[src/rtl/rsq_pkg.sv]
package rsq_pkg;

  // Sequencer phases
  typedef enum logic [2:0] {
    PH_OFF       = 3'd0,  // supply up, waiting for a reset pulse
    PH_POR_HOLD  = 3'd1,  // measuring a power-on pulse
    PH_CFG_LOAD  = 3'd2,  // configuration bits being loaded
    PH_OPR_WAIT  = 3'd3,  // post-release operational hold-off
    PH_READY     = 3'd4,  // memory accesses allowed
    PH_WARM_HOLD = 3'd5   // configured, reset still held
  } rsq_phase_e;

  function automatic int unsigned rsq_max(input int unsigned a, input int unsigned b);
    return (a > b) ? a : b;
  endfunction

endpackage

[src/rtl/rsq_sync.sv]
// Multi-flop synchronizer for one asynchronous level; STAGES = 0 bypasses it.
module rsq_sync #(
  parameter int unsigned STAGES  = 2,
  parameter logic        RST_VAL = 1'b1
) (
  input  logic clk,
  input  logic arst_n,
  input  logic din,
  output logic dout
);

  generate
    if (STAGES == 0) begin : g_bypass
      assign dout = din;
    end else begin : g_chain
      logic [STAGES-1:0] sr;
      always_ff @(posedge clk or negedge arst_n) begin
        if (!arst_n) begin
          sr <= {STAGES{RST_VAL}};
        end else begin
          sr[0] <= din;
          for (int i = 1; i < int'(STAGES); i++) begin
            sr[i] <= sr[i-1];
          end
        end
      end
      assign dout = sr[STAGES-1];
    end
  endgenerate

endmodule

[src/rtl/rsq_width_meter.sv]
// Counts consecutive held samples and flags when each minimum width is reached.
module rsq_width_meter #(
  parameter int unsigned POR_MIN  = 16,
  parameter int unsigned WARM_MIN = 4
) (
  input  logic clk,
  input  logic arst_n,
  input  logic held,
  output logic por_ok,
  output logic warm_ok
);

  localparam int unsigned MAXW = rsq_pkg::rsq_max(POR_MIN, WARM_MIN);
  localparam int unsigned CW   = $clog2(MAXW + 1);
  localparam logic [CW-1:0] SAT      = CW'(MAXW);
  localparam logic [CW-1:0] POR_LIM  = CW'(POR_MIN - 1);
  localparam logic [CW-1:0] WARM_LIM = CW'(WARM_MIN - 1);

  logic [CW-1:0] cnt;

  always_ff @(posedge clk or negedge arst_n) begin
    if (!arst_n) begin
      cnt <= '0;
    end else if (!held) begin
      cnt <= '0;
    end else if (cnt != SAT) begin
      cnt <= cnt + 1'b1;
    end
  end

  // This edge is the N-th consecutive held sample when N-1 were already counted.
  assign por_ok  = held && (cnt >= POR_LIM);
  assign warm_ok = held && (cnt >= WARM_LIM);

endmodule

[src/rtl/rsq_phase_timer.sv]
// Counts cycles spent in one phase; done from the LIMIT-th cycle on.
module rsq_phase_timer #(
  parameter int unsigned LIMIT = 8
) (
  input  logic clk,
  input  logic arst_n,
  input  logic run,
  output logic done
);

  localparam int unsigned CW = $clog2(LIMIT + 1);
  localparam logic [CW-1:0] LAST = CW'(LIMIT - 1);

  logic [CW-1:0] cnt;

  always_ff @(posedge clk or negedge arst_n) begin
    if (!arst_n) begin
      cnt <= '0;
    end else if (!run) begin
      cnt <= '0;
    end else if (cnt != LAST) begin
      cnt <= cnt + 1'b1;
    end
  end

  assign done = run && (cnt == LAST);

endmodule

[src/rtl/rsq_fsm.sv]
// Phase controller: power-on qualification, configuration, hold-off, warm reset.
module rsq_fsm
  import rsq_pkg::*;
(
  input  logic       clk,
  input  logic       arst_n,
  input  logic       held,
  input  logic       por_ok,
  input  logic       warm_ok,
  input  logic       cfg_tmr_done,
  input  logic       opr_tmr_done,
  input  logic       flash_busy,
  output rsq_phase_e phase,
  output logic       cfg_run,
  output logic       opr_run,
  output logic       cfg_load,
  output logic       cfg_done,
  output logic       flash_abort
);

  rsq_phase_e nxt;
  logic       ld_set;
  logic       abort_set;
  logic       done_set;

  always_comb begin
    nxt       = phase;
    ld_set    = 1'b0;
    abort_set = 1'b0;
    done_set  = 1'b0;
    unique case (phase)
      PH_OFF: begin
        if (por_ok) begin
          nxt    = PH_CFG_LOAD;
          ld_set = 1'b1;
        end else if (held) begin
          nxt = PH_POR_HOLD;
        end
      end
      PH_POR_HOLD: begin
        if (por_ok) begin
          nxt    = PH_CFG_LOAD;
          ld_set = 1'b1;
        end else if (!held) begin
          nxt = PH_OFF;  // pulse too short: forget it
        end
      end
      PH_CFG_LOAD: begin
        if (cfg_tmr_done) begin
          done_set = 1'b1;
          nxt      = held ? PH_WARM_HOLD : PH_OPR_WAIT;
        end
      end
      PH_WARM_HOLD: begin
        if (!held) nxt = PH_OPR_WAIT;
      end
      PH_OPR_WAIT: begin
        if (warm_ok) begin
          nxt       = PH_WARM_HOLD;
          abort_set = flash_busy;
        end else if (opr_tmr_done && !flash_busy) begin
          nxt = PH_READY;
        end
      end
      PH_READY: begin
        if (warm_ok) begin
          nxt       = PH_WARM_HOLD;
          abort_set = flash_busy;
        end
      end
      default: nxt = PH_OFF;
    endcase
  end

  always_ff @(posedge clk or negedge arst_n) begin
    if (!arst_n) begin
      phase       <= PH_OFF;
      cfg_load    <= 1'b0;
      cfg_done    <= 1'b0;
      flash_abort <= 1'b0;
    end else begin
      phase       <= nxt;
      cfg_load    <= ld_set;
      flash_abort <= abort_set;
      if (done_set) cfg_done <= 1'b1;
    end
  end

  assign cfg_run = (phase == PH_CFG_LOAD);
  assign opr_run = (phase == PH_OPR_WAIT);

endmodule

[src/rtl/pwr_rst_seq.sv]
// Power-on / warm reset sequencer top.
module pwr_rst_seq
  import rsq_pkg::*;
#(
  parameter int unsigned SYNC_STAGES   = 2,
  parameter int unsigned POR_MIN_CYC   = 16,
  parameter int unsigned WARM_MIN_CYC  = 4,
  parameter int unsigned CFG_LOAD_CYC  = 8,
  parameter int unsigned OPR_DELAY_CYC = 12
) (
  input  logic clk,
  input  logic supply_good,
  input  logic rst_pin_n,
  input  logic lockout,
  input  logic flash_busy,
  output logic cfg_load,
  output logic cfg_done,
  output logic pld_valid,
  output logic access_rdy,
  output logic wr_inhibit,
  output logic flash_abort
);

  logic       pin_s;
  logic       held;
  logic       por_ok;
  logic       warm_ok;
  logic       cfg_run;
  logic       opr_run;
  logic       cfg_tmr_done;
  logic       opr_tmr_done;
  rsq_phase_e phase;

  rsq_sync #(.STAGES(SYNC_STAGES), .RST_VAL(1'b1)) u_pin_sync (
    .clk(clk), .arst_n(supply_good), .din(rst_pin_n), .dout(pin_s)
  );

  assign held = ~pin_s;

  rsq_width_meter #(.POR_MIN(POR_MIN_CYC), .WARM_MIN(WARM_MIN_CYC)) u_meter (
    .clk(clk), .arst_n(supply_good), .held(held),
    .por_ok(por_ok), .warm_ok(warm_ok)
  );

  rsq_phase_timer #(.LIMIT(CFG_LOAD_CYC)) u_cfg_tmr (
    .clk(clk), .arst_n(supply_good), .run(cfg_run), .done(cfg_tmr_done)
  );

  rsq_phase_timer #(.LIMIT(OPR_DELAY_CYC)) u_opr_tmr (
    .clk(clk), .arst_n(supply_good), .run(opr_run), .done(opr_tmr_done)
  );

  rsq_fsm u_fsm (
    .clk(clk), .arst_n(supply_good), .held(held),
    .por_ok(por_ok), .warm_ok(warm_ok),
    .cfg_tmr_done(cfg_tmr_done), .opr_tmr_done(opr_tmr_done),
    .flash_busy(flash_busy), .phase(phase),
    .cfg_run(cfg_run), .opr_run(opr_run),
    .cfg_load(cfg_load), .cfg_done(cfg_done), .flash_abort(flash_abort)
  );

  assign access_rdy = (phase == PH_READY);
  // Lockout acts without a clock so a write cannot slip through a sync delay.
  assign wr_inhibit = ~access_rdy | lockout;
  // Logic outputs become valid once configuration is in, and stay valid on warm reset.
  assign pld_valid  = cfg_done;

endmodule

[config.mk]
export PLATFORM = sky130hd
export DESIGN_NAME = pwr_rst_seq
export DESIGN_NICKNAME = d
export VERILOG_FILES = /design/src/rtl/rsq_pkg.sv /design/src/rtl/rsq_sync.sv /design/src/rtl/rsq_width_meter.sv /design/src/rtl/rsq_phase_timer.sv /design/src/rtl/rsq_fsm.sv /design/src/rtl/pwr_rst_seq.sv
export SDC_FILE = /design/constraint.sdc
export NUM_CORES = 1
export LEC_CHECK = 0
export BUFFER_PORTS_ARGS = -buffer_cell sky130_fd_sc_hd__buf_2
export CAP_MARGIN = 20
export CELL_PAD_IN_SITES_DETAIL_PLACEMENT = 1
export CELL_PAD_IN_SITES_GLOBAL_PLACEMENT = 1
export CORE_UTILIZATION = 40
export DETAILED_ROUTE_END_ITERATION = 6
export MAX_ROUTING_LAYER = met4
export PLACE_DENSITY_LB_ADDON = 0.05
export REMOVE_ABC_BUFFERS = 1
export SETUP_SLACK_MARGIN = 0.15
export SLEW_MARGIN = 20
export SYNTH_ARGS = -nofsm -noshare
export SYNTH_HDL_FRONTEND = slang
export SYNTH_SLANG_ARGS = --single-unit
[constraint.sdc]
create_clock -name clk -period 1.8 [get_ports clk]
set_input_delay 0.54 -clock clk [delete_from_list [all_inputs] [get_ports clk]]
set_output_delay 0.54 -clock clk [all_outputs]
set_load 0.005 [all_outputs]
==> impl_metrics.env <==
export IMPL_syn_instance_count=110
export IMPL_yosysWarnings=0
export IMPL_hold_class="in2async"
export IMPL_netlist_area_um2=1146
export IMPL_mostFrequentLayoutCells="18 x buf_4, 17 x dfrtp_1, 14 x nor2_1"
export IMPL_timing_final_crit_share_pct=93.73
export IMPL_multi_input_area_um2=614.3
export IMPL_worst_endpoint_required_ns=1.26
export IMPL_dr_pass1_iters=2
export IMPL_slew_viol_final=0
export IMPL_place_area_um2=1266
export IMPL_grt_total_usage_pct=19.43
export IMPL_cp_end_kind="output port"
export IMPL_clock_sinks=21
export IMPL_worstMarginPinSlew_ns=0.4758
export IMPL_startpoint_type="flop"
export IMPL_nets=148
export IMPL_r2r_start="u_meter.cnt[1]$_DFFE_PN0P_"
export IMPL_reg2reg_depth=7
export IMPL_final_antenna_net_count=0
export IMPL_p_total_uw=1367
export IMPL_htreeDepth=1
export IMPL_critical_path_top_delay_family="flip-flops"
export IMPL_grt_setup_unrepaired="yes"
export IMPL_powerDensity_nw_per_um2=959.7
export IMPL_cts_root_buf="clkbuf_4"
export IMPL_final_seq_area_um2=530.5
export IMPL_gr_total_overflow=0
export IMPL_post_route_drc_count=0
export IMPL_cts_inserted_buffers=3
export IMPL_initial_core_util_pct=41.92
export IMPL_clk_path_buf_depth=2
export IMPL_p_clk_share_pct=17.4
export IMPL_antenna_cells=0
export IMPL_row_count=19
export IMPL_yosys_cell_types_count=41
export IMPL_ys_seq_elements=21
export IMPL_p_leak_uw=0.0006743
export IMPL_status="completed"
export IMPL_p_sw_uw=465.3
export IMPL_first_global_vias=962
export IMPL_die_h_um=55.53
export IMPL_fillerInstances=317
export IMPL_slew_headroom_pct=68.28
export IMPL_cp_max_fo=2
export IMPL_drv_cap=0
export IMPL_clk_pin_slew_worst_paths_ns=0.13
export IMPL_port_buffers=10
export IMPL_rrSetupSlack_ns=0.13
export IMPL_fin_tns_setup_ns=0
export IMPL_crit_type="reg2out"
export IMPL_cp_num_buf_inv=2
export IMPL_die_area_um2=3084
export IMPL_path_cells="nor2_2, nand2_2, inv_2, nand2b_1, buf_2"
export IMPL_finalHoldViolCount=0
export IMPL_syn_avg_cell_area_um2=10.42
export IMPL_grt_pass1_wl_um=4485
export IMPL_irDropWorstVdd_mv=0.5863
export IMPL_fin_worst_skew_ns=0.01595
export IMPL_gp_congestion=0.8305
export IMPL_final_common_cell="buf_4"
export IMPL_p_sw_share_pct=34.05
export IMPL_syn_to_final_growth_pct=24.24
export IMPL_timing_fmax_mhz=592.7
export IMPL_wl_um=2476
export IMPL_core_area_um2=2734
export IMPL_dpl_hpwl_um=1705
export IMPL_arrival_ns=1.15
export IMPL_avgViaCountPerCell=5.274
export IMPL_io_pins=11
export IMPL_slowest_delay_ns=0.43
export IMPL_setup_viol=0
export IMPL_cts_tree="built"
export IMPL_drive_above_1_share_pct=39.42
export IMPL_seq_area_frac_synth_pct=46.07
export IMPL_drt_iter0_drc=23
export IMPL_r2r_end="u_fsm.phase[0]$_DFFE_PN0P_"
export IMPL_clock_latency_ns=0.31
export IMPL_seq_power_share_pct=40.5
export IMPL_post_drt_wl_per_cell_um=14.74
export IMPL_final_area_um2=1424
export IMPL_grt_max_degree=22
export IMPL_p_comb_share_pct=42.1
export IMPL_via_count=886
export IMPL_finalCriticalPeriod_ns=1.687
export IMPL_die_width_um=55.53
export IMPL_internal_power_uw=901.3
export IMPL_antenna_found_initial=0
export IMPL_crit_path_top_delay_cell="dfrtp_2"
## worst max path at each step
stage / depth (start not counted) / slack [ns] / endpoint / start
floorplan: 7 / -0.07 / u_fsm.phase[0]$_DFFE_PN0P_ / u_meter.cnt[0]$_DFFE_PN0P_
global placement: 7 / 0.05 / u_fsm.phase[0]$_DFFE_PN0P_ / u_meter.cnt[0]$_DFFE_PN0P_
detailed placement: 8 / -0.04 / u_fsm.phase[0]$_DFFE_PN0P_ / u_meter.cnt[0]$_DFFE_PN0P_
CTS: 5 / 0.12 / wr_inhibit / u_fsm.phase[1]$_DFFE_PN0P_
global route: 8 / 0.06 / u_fsm.phase[0]$_DFFE_PN0P_ / u_meter.cnt[1]$_DFFE_PN0P_
finish: 5 / 0.11 / wr_inhibit / u_fsm.phase[0]$_DFFE_PN0P_
## kinds of logic after synthesis
kind of cell    Yosys count  share of synthesized area, %
fa+ha+maj                 5                         5.459
compound gates           21                         14.41
mux                       4                         3.930
simple gates             42                         20.42
buf+inv                  11                         5.130
flops                    21                         46.07
xor+xnor                  6                         4.585
## repair_timing
item / 4_1_cts / 5_1_grt
setup buffers: 6 / 3
gates resized for setup: 12 / 3
pin swaps: 7 / 1
endpoints found under the setup margin: 4 / 5
hold buffers: 0 / 0
## routing by layer
metal / track usage, % / wire (um)
met5: - / 0
met4: 9.643 / 51
met3: 2.108 / 48
met2: 31.50 / 1221
met1: 24.20 / 1154
## layout make-up
class / instances / share of cell area, %
Sequential cell: 21 / 37.26
Multi-Input combinational cell: 78 / 43.15
Timing Repair Buffer: 28 / 13.44
Tap cell: 31 / 2.724
Clock buffer: 4 / 1.845
Inverter: 6 / 1.582
## cell usage after synthesis
library cell   n  area, um^2
dfrtp_1       19       475.5
nor2_1        15       56.30
inv_1          6       22.52
a21oi_1        5       25.02
ha_1           5       62.56
nand2_1        5       18.77
nand3_1        5       25.02
xor2_1         4       35.03
mux2i_1        3       30.03
nand2b_1       3       18.77
a211oi_1       2       15.01
a21oi_2        2       17.52
and3_1         2       12.51
buf_2          2       10.01
buf_4          2       15.01
dfstp_2        2       52.55
nand3b_1       2       15.01
nor3_1         2       10.01
xnor2_1        2       17.52
a21boi_1       1       7.510
a21o_1         1       7.510
a21oi_4        1       16.27
a221oi_1       1       8.760
a31o_1         1       8.760
and2_1         1       6.260
and4_1         1       8.760
buf_6          1       11.26
mux2_4         1       15.01
nand3b_4       1       20.02
nor2_2         1       6.260
nor3_2         1       10.01
nor4_2         1       12.51
o21ai_0        1       5.000
o21ai_1        1       5.000
o21bai_1       1       7.510
o21bai_4       1       18.77
o22ai_1        1       6.260
o31ai_1        1       7.510
o32ai_1        1       8.760
or2_2          1       6.260
or2b_1         1       7.510
## power by group through the flow
stage / Sequential [uW] / Combinational, uW / Clock, uW
after floorplan: 604 / 262 / 0
after global placement: 599 / 396 / 0
after detailed placement: 603 / 404 / 0
after CTS: 552 / 541 / 244
after global routing: 557 / 628 / 259
final: 553 / 576 / 237
## sequential cells by signal, summed over array words and instances (netlist names)
signal                 flops
u_cfg_tmr.cnt              4
u_fsm.cfg_done             1
u_fsm.cfg_load             1
u_fsm.flash_abort          1
u_fsm.phase                3
u_meter.cnt                5
u_opr_tmr.cnt              4
u_pin_sync.g_chain.sr      2
## stage by stage
stage / util, % / std cells / hold slack (ns) / setup slack [ns]
2_1_floorplan: - / 105 / 0.2444 / -0.07071
5_1_grt: 52.08 / 168 / 0.2033 / 0.05790
6_report: 52.08 / 168 / 0.1633 / 0.1128
3_5_place_dp: 46.32 / 155 / 0.3507 / -0.04121
4_1_cts: 50.89 / 165 / 0.1828 / 0.1228
3_3_place_gp: 46.32 / 155 / 0.3487 / 0.04759
Power figures use the tool's default switching activity.
